==> src/rtl/mpd_pkg.sv <==
package mpd_pkg;
   localparam int CPU_AW   = 16;
   localparam int WIN_AW   = 14;
   localparam int N_WIN    = 1 << (CPU_AW - WIN_AW);

   // Paging register field positions (software-visible encoding)
   localparam int PG_BANK_LSB = 0;
   localparam int PG_SCR_BIT  = 3;
   localparam int PG_ROM_BIT  = 4;
   localparam int PG_LOCK_BIT = 5;
   localparam int PG_W        = 6;

   // Port latch field positions
   localparam int UL_BORDER_LSB = 0;
   localparam int UL_TAPE_BIT   = 3;
   localparam int UL_BEEP_BIT   = 4;
   localparam int UL_W          = 5;

   typedef struct packed {
      logic [2:0] border;
      logic       tape;
      logic       beep;
   } port_latch_t;

   typedef enum logic [1:0] {
      WIN_ROM  = 2'd0,
      WIN_LOW  = 2'd1,
      WIN_HIGH = 2'd2,
      WIN_PAGE = 2'd3
   } win_e;
endpackage

==> src/rtl/mpd_io_decode.sv <==
module mpd_io_decode (
   input  logic        io_req,
   input  logic        wr,
   input  logic [15:0] addr,
   output logic        latch_wr,
   output logic        page_wr
);
   logic io_write;
   logic a_unused;

   assign io_write = io_req & wr;
   // Even addresses reach the port latch
   assign latch_wr = io_write & ~addr[0];
   // Odd, A1 low, A15 low reach the paging register
   assign page_wr  = io_write & addr[0] & ~addr[1] & ~addr[15];
   assign a_unused = ^addr[14:2];
endmodule

==> src/rtl/mpd_page_reg.sv <==
module mpd_page_reg #(
   parameter int BANK_W = 3,
   parameter int ROM_W  = 1
) (
   input  logic              clk,
   input  logic              rst_n,
   input  logic              page_wr,
   input  logic [5:0]        din,
   output logic [BANK_W-1:0] bank,
   output logic [ROM_W-1:0]  rom_page,
   output logic              scr_alt,
   output logic              locked
);
   import mpd_pkg::*;

   logic [PG_W-1:0] pg_q;
   logic            load;

   assign load = page_wr & ~pg_q[PG_LOCK_BIT];

   always_ff @(posedge clk or negedge rst_n) begin
      if (!rst_n)
         pg_q <= '0;
      else if (load)
         pg_q <= din;
   end

   assign bank    = pg_q[PG_BANK_LSB +: BANK_W];
   assign scr_alt = pg_q[PG_SCR_BIT];
   assign locked  = pg_q[PG_LOCK_BIT];

   generate
      if (ROM_W == 1) begin : g_rom1
         assign rom_page = pg_q[PG_ROM_BIT];
      end else begin : g_romn
         assign rom_page = ROM_W'(pg_q[PG_ROM_BIT]);
      end
   endgenerate
endmodule

==> src/rtl/mpd_port_latch.sv <==
module mpd_port_latch (
   input  logic        clk,
   input  logic        rst_n,
   input  logic        latch_wr,
   input  logic [4:0]  din,
   output mpd_pkg::port_latch_t q
);
   import mpd_pkg::*;

   port_latch_t nxt;

   always_comb begin
      nxt.border = din[UL_BORDER_LSB +: 3];
      nxt.tape   = din[UL_TAPE_BIT];
      nxt.beep   = din[UL_BEEP_BIT];
   end

   always_ff @(posedge clk or negedge rst_n) begin
      if (!rst_n)
         q <= '0;
      else if (latch_wr)
         q <= nxt;
   end
endmodule

==> src/rtl/mpd_addr_map.sv <==
module mpd_addr_map #(
   parameter int BANK_W   = 3,
   parameter int ROM_W    = 1,
   parameter int FLASH_AW = 22,
   parameter logic [FLASH_AW-1:0] ROM_BASE = 22'h008000,
   parameter int FIX_LO   = 5,
   parameter int FIX_HI   = 2,
   localparam int RAM_WAW = BANK_W + mpd_pkg::WIN_AW - 1
) (
   input  logic [15:0]        addr,
   input  logic               mem_req,
   input  logic               rd,
   input  logic               wr,
   input  logic [BANK_W-1:0]  page_bank,
   input  logic [ROM_W-1:0]   rom_page,
   output logic [RAM_WAW-1:0] ram_addr,
   output logic               ram_upper,
   output logic               ram_cs,
   output logic               ram_we,
   output logic [FLASH_AW-1:0] rom_addr,
   output logic               rom_cs
);
   import mpd_pkg::*;

   logic [BANK_W-1:0] win_bank [N_WIN];
   logic [1:0]        win;
   logic              in_rom;
   logic [BANK_W-1:0] bank;

   // One bank source per window; the ROM window carries a dummy zero
   generate
      for (genvar w = 0; w < N_WIN; w++) begin : g_win
         if (w == int'(WIN_ROM)) begin : g_rom
            assign win_bank[w] = '0;
         end else if (w == int'(WIN_LOW)) begin : g_lo
            assign win_bank[w] = BANK_W'(FIX_LO);
         end else if (w == int'(WIN_HIGH)) begin : g_hi
            assign win_bank[w] = BANK_W'(FIX_HI);
         end else begin : g_pg
            assign win_bank[w] = page_bank;
         end
      end
   endgenerate

   assign win    = addr[15:14];
   assign in_rom = (win == WIN_ROM);
   assign bank   = win_bank[win];

   assign ram_addr  = {bank, addr[WIN_AW-1:1]};
   assign ram_upper = addr[0];
   assign ram_cs    = mem_req & (rd | wr) & ~in_rom;
   assign ram_we    = ram_cs & wr;

   assign rom_addr  = ROM_BASE + FLASH_AW'({rom_page, addr[WIN_AW-1:0]});
   assign rom_cs    = mem_req & rd & ~wr & in_rom;
endmodule

==> src/rtl/mem_page_decoder.sv <==
module mem_page_decoder #(
   parameter int BANK_W   = 3,
   parameter int ROM_W    = 1,
   parameter int FLASH_AW = 22,
   parameter logic [FLASH_AW-1:0] ROM_BASE = 22'h008000,
   parameter int FIX_LO   = 5,
   parameter int FIX_HI   = 2,
   localparam int RAM_WAW = BANK_W + mpd_pkg::WIN_AW - 1
) (
   input  logic                clk,
   input  logic                rst_n,
   input  logic [15:0]         cpu_addr,
   input  logic [7:0]          cpu_din,
   input  logic                mem_req,
   input  logic                io_req,
   input  logic                rd,
   input  logic                wr,
   output logic [RAM_WAW-1:0]  ram_addr,
   output logic                ram_upper,
   output logic                ram_cs,
   output logic                ram_we,
   output logic [FLASH_AW-1:0] rom_addr,
   output logic                rom_cs,
   output logic [2:0]          border,
   output logic                beeper,
   output logic                tape_out,
   output logic                scr_alt
);
   import mpd_pkg::*;

   generate
      if (BANK_W != 3) begin : g_err_bank
         $error("BANK_W must be 3: the bank field is three paging bits");
      end
      if (ROM_W != 1) begin : g_err_rom
         $error("ROM_W must be 1: one paging bit selects the ROM");
      end
      if (FIX_LO >= (1 << BANK_W) || FIX_HI >= (1 << BANK_W)) begin : g_err_fix
         $error("fixed banks must lie inside the bank range");
      end
      if (FLASH_AW < BANK_W + WIN_AW) begin : g_err_fl
         $error("FLASH_AW too small");
      end
   endgenerate

   logic              latch_wr;
   logic              page_wr;
   logic [BANK_W-1:0] page_bank;
   logic [ROM_W-1:0]  rom_page;
   logic              page_locked;
   port_latch_t       pl_q;
   logic              din_unused;

   assign din_unused = ^cpu_din[7:6];

   mpd_io_decode u_dec (
      .io_req   (io_req),
      .wr       (wr),
      .addr     (cpu_addr),
      .latch_wr (latch_wr),
      .page_wr  (page_wr)
   );

   mpd_page_reg #(.BANK_W(BANK_W), .ROM_W(ROM_W)) u_page (
      .clk      (clk),
      .rst_n    (rst_n),
      .page_wr  (page_wr),
      .din      (cpu_din[5:0]),
      .bank     (page_bank),
      .rom_page (rom_page),
      .scr_alt  (scr_alt),
      .locked   (page_locked)
   );

   mpd_port_latch u_latch (
      .clk      (clk),
      .rst_n    (rst_n),
      .latch_wr (latch_wr),
      .din      (cpu_din[4:0]),
      .q        (pl_q)
   );

   mpd_addr_map #(
      .BANK_W(BANK_W), .ROM_W(ROM_W), .FLASH_AW(FLASH_AW),
      .ROM_BASE(ROM_BASE), .FIX_LO(FIX_LO), .FIX_HI(FIX_HI)
   ) u_map (
      .addr      (cpu_addr),
      .mem_req   (mem_req),
      .rd        (rd),
      .wr        (wr),
      .page_bank (page_bank),
      .rom_page  (rom_page),
      .ram_addr  (ram_addr),
      .ram_upper (ram_upper),
      .ram_cs    (ram_cs),
      .ram_we    (ram_we),
      .rom_addr  (rom_addr),
      .rom_cs    (rom_cs)
   );

   assign border   = pl_q.border;
   assign tape_out = pl_q.tape;
   assign beeper   = pl_q.beep;
endmodule

==> config.mk <==
export PLATFORM = sky130hd
export DESIGN_NAME = mem_page_decoder
export DESIGN_NICKNAME = d
export VERILOG_FILES = /design/src/rtl/mpd_pkg.sv /design/src/rtl/mpd_io_decode.sv /design/src/rtl/mpd_page_reg.sv /design/src/rtl/mpd_port_latch.sv /design/src/rtl/mpd_addr_map.sv /design/src/rtl/mem_page_decoder.sv
export SDC_FILE = /design/constraint.sdc
export NUM_CORES = 1
export LEC_CHECK = 0
export ABC_AREA = 0
export BUFFER_PORTS_ARGS = -buffer_cell sky130_fd_sc_hd__clkbuf_2
export CAP_MARGIN = 20
export CORE_ASPECT_RATIO = 1.2
export CORE_MARGIN = 2
export CORE_UTILIZATION = 25
export DETAILED_ROUTE_END_ITERATION = 10
export MAX_ROUTING_LAYER = met4
export PLACE_DENSITY = 0.65
export SLEW_MARGIN = 20
export SYNTH_ARGS = -nofsm -noshare
export SYNTH_HDL_FRONTEND = slang
export SYNTH_SLANG_ARGS = --single-unit
==> constraint.sdc <==
create_clock -name clk -period 1.2 [get_ports clk]
set_input_delay 0.06 -clock clk [delete_from_list [all_inputs] [get_ports clk]]
set_output_delay 0.06 -clock clk [all_outputs]
set_load 0.02 [all_outputs]
==> flow_summary_export.csv <==
group,metric,value,unit
floorplan,die_area,0.00356,mm2
place,hpwl,1220,um
status,status,"complete, but fails checks",
synthesis,synth_seq_cells,11,
synthesis,synthDistinctLibCells,14,
critical_path,cp_max_fo,5,
floorplan,die_h,64.9,um
critical_path,crit_buf_inv,0,
timing,finalSetupViolations,5,
detailed_routing,vias_per_cell,4.03,
timing,rsz0062_at_grt,"yes",
place,place_area,734,um2
cells_and_area,drive_gt1_frac,0.630,
critical_path,path_class,"flip-flop to flip-flop",
critical_path,cp_cell_sequence,"nor4b_4 > nand3_2 > mux2_2",
clock_network,insertion_delay,0.27,ns
detailed_routing,drt_iter0_drc,4,
detailed_routing,vias,472,
clock_network,clock_path_buffers,2,
cells_and_area,final_area,788,um2
cells_and_area,diodes,0,
job,drv_cap,0,
floorplan,rows,22,
critical_path,worstPathRequired,1.35,ns
floorplan,io-pin-count,78,
critical_path,r2r_cells,3,
worst_hold_path,min_from,"cpu_din[3]",
worst_hold_path,holdPathStages,2,
grt,gr-total-overflow,0,
clock_network,clk_pin_slew,0.08,ns
detailed_routing,wl,1480,um
critical_path,critical-path-slowest-cell,"dfrtp_1",
synthesis,ys_seq_area_frac,0.356,
pwr,p_per_area,1400,mW/mm2
synthesis,yosysWarnings,0,
timing,period_needed,1.24,ns
cells_and_area,syn_to_final_growth,1.94,%
worst_hold_path,worstHoldPathType,"primary input to flip-flop",
detailed_routing,wl_per_cell,12.7,um
timing,finClkSkew,0.00919,ns
clock_network,cts_inserted_buffers,3,
cells_and_area,final_util,0.263,
grt,grt_max_degree,12,
timing,slew_viol_final,0,
critical_path,r2r-end,"u_page.pg_q[1]",
critical_path,end_kind,"flip-flop",
detailed_routing,drc,0,
critical_path,startpoint_type,"flip-flop",
worst_hold_path,holdPathEnd,"u_latch.q[1]",
grt,grt_pass1_wl,2100,um
clock_network,cts_root_buffer,"clkbuf_4",
synthesis,synth_top_area_cell,"dfrtp_1",
synthesis,synth_area_per_cell,10.6,um2
synthesis,synth_top_area_frac,0.356,
critical_path,critical_path.max_stage_delay,0.41,ns
critical_path,path_depth,3,
grt,gr-usage-all-layers,0.0853,
place,numPortBuffers,32,
clock_network,h-tree-depth,1,
synthesis,syn_inst,73,
pwr,leakagePower,0.421,nW
critical_path,cp-startpoint,"u_page.pg_q[5]",
place,place_congestion,0.745,
synthesis,synthTopCellsByArea,"dfrtp_1, buf_4, mux2_2",
floorplan,start_util,0.258,
cells_and_area,fillers,314,
synthesis,synth_area,773,um2
critical_path,r2r_setup_slack,-0.04,ns
cells_and_area,layout.nets,112,
clock_network,cts_tree,"built",
timing,hold_viol,0,
critical_path,r2r-start,"u_page.pg_q[5]",
critical_path,crit_family,"simple AND/OR/NAND/NOR gates",
floorplan,die_w,54.8,um
detailed_routing,ant_nets,0,
grt,first_global_vias,474,
timing,worst_slack,-0.0407,ns
status,violations,"setup timing",
pwr,ir_worst_vdd,0.000713,V
detailed_routing,first_pass_iters,3,
timing,min_period_over_period,1.03,
clock_network,cts_sinks,11,
grt,antenna_found_initial,0,
floorplan,core_area,0.00300,mm2
timing,clock.fmax,806,MHz
critical_path,worstPathArrival,1.39,ns
==> cells in the mapped netlist <==
cell type,number
a21boi_0,3
o221a_2,1
nand3b_1,1
o211a_1,1
conb_1,2
nand3_2,1
a41o_1,1
inv_1,3
buf_4,36
nand2_1,1
dfrtp_1,11
nor4b_2,1
mux2_2,10
nor4_1,1
==> worst max path at each step <==
stage          slack (ns)              to
2_1_floorplan     -0.0001  u_page.pg_q[0]
3_3_place_gp        -0.04  u_page.pg_q[4]
3_5_place_dp        -0.09  u_page.pg_q[1]
4_1_cts             -0.08  u_page.pg_q[1]
5_1_grt             -0.11  u_page.pg_q[1]
6_report            -0.04  u_page.pg_q[1]
==> layout make-up <==
type	count	area, um2	share of cell area
Inverter	3	11.3	0.0143
Clock buffer	3	22.5	0.0286
Clock inverter	1	5.00	0.00635
Multi-Input combinational cell	28	244	0.310
Tap cell	36	45.0	0.0571
Sequential cell	11	275	0.349
Timing Repair Buffer	35	185	0.235
==> worst register-to-register path, cell delays in order (launching register included) <==
cell and delay (ns):
dfrtp_1 0.41, nor4b_4 0.25, nand3_2 0.17, mux2_2 0.31
==> where the power goes <==
group | total [mW] | internal, mW | switching (mW) | leakage, nW
Combinational | 0.355 | 0.152 | 0.202 | 0.271
Sequential | 0.497 | 0.451 | 0.0465 | 0.132
Clock | 0.248 | 0.123 | 0.125 | 0.0177
==> cells by family (layout without fill, tap and decap cells) <==
| group | Yosys count | after routing | synth area share |
|---|---|---|---|
| other cells | 2 | 7 | 0.00971 |
| flops | 11 | 11 | 0.356 |
| buf+inv | 39 | 42 | 0.364 |
| simple gates | 5 | 5 | 0.0550 |
| mux | 10 | 10 | 0.146 |
| compound gates | 6 | 6 | 0.0696 |
==> layout by cell type, fill, tap and decap left out, types with 2 or more instances in the layout <==
cell,instances
a21boi_0,2
buf_4,2
clkbuf_2,31
clkbuf_4,3
conb_1,7
dfrtp_1,11
inv_1,3
mux2_2,10
==> timing repair <==
| action | CTS | global route |
|---|---|---|
| pin swaps | 1 | 1 |
| gates resized for setup | 1 | 2 |
| setup endpoints to repair | 5 | 6 |
| hold buffers | 1 | 0 |
| hold endpoints to repair | 11 | 0 |
| buffers inserted | 1 | 0 |
==> registers in the layout, indices dropped and copies added (netlist names) <==
signal / flops
u_latch.q: 5
u_page.pg_q: 6
==> per-layer routing <==
metal  up-vias  GRT usage  part of all wire
met5         -          -                 0
met4         0      0.100             0.082
met3        19     0.0138             0.091
met2        24      0.128              0.48
met1       214     0.0820              0.35
li1        215          -                 -
==> per-stage QoR <==
step | setup slack (ns) | setup TNS [ns] | cells | total power [mW] | hold WS [ns]
2_1_floorplan | -0.000112 | -0.000558 | 78 | 0.854 | -0.236
3_3_place_gp | -0.0383 | -0.188 | 111 | 0.832 | -0.0575
3_5_place_dp | -0.0925 | -0.419 | 111 | 0.842 | -0.0498
4_1_cts | -0.0796 | -0.322 | 117 | 1.12 | 0.0349
5_1_grt | -0.110 | -0.444 | 117 | 1.17 | 0.0388
6_report | -0.0407 | -0.133 | 117 | 1.10 | 0.0393
Note: power is estimated with default switching activity, not from simulation.
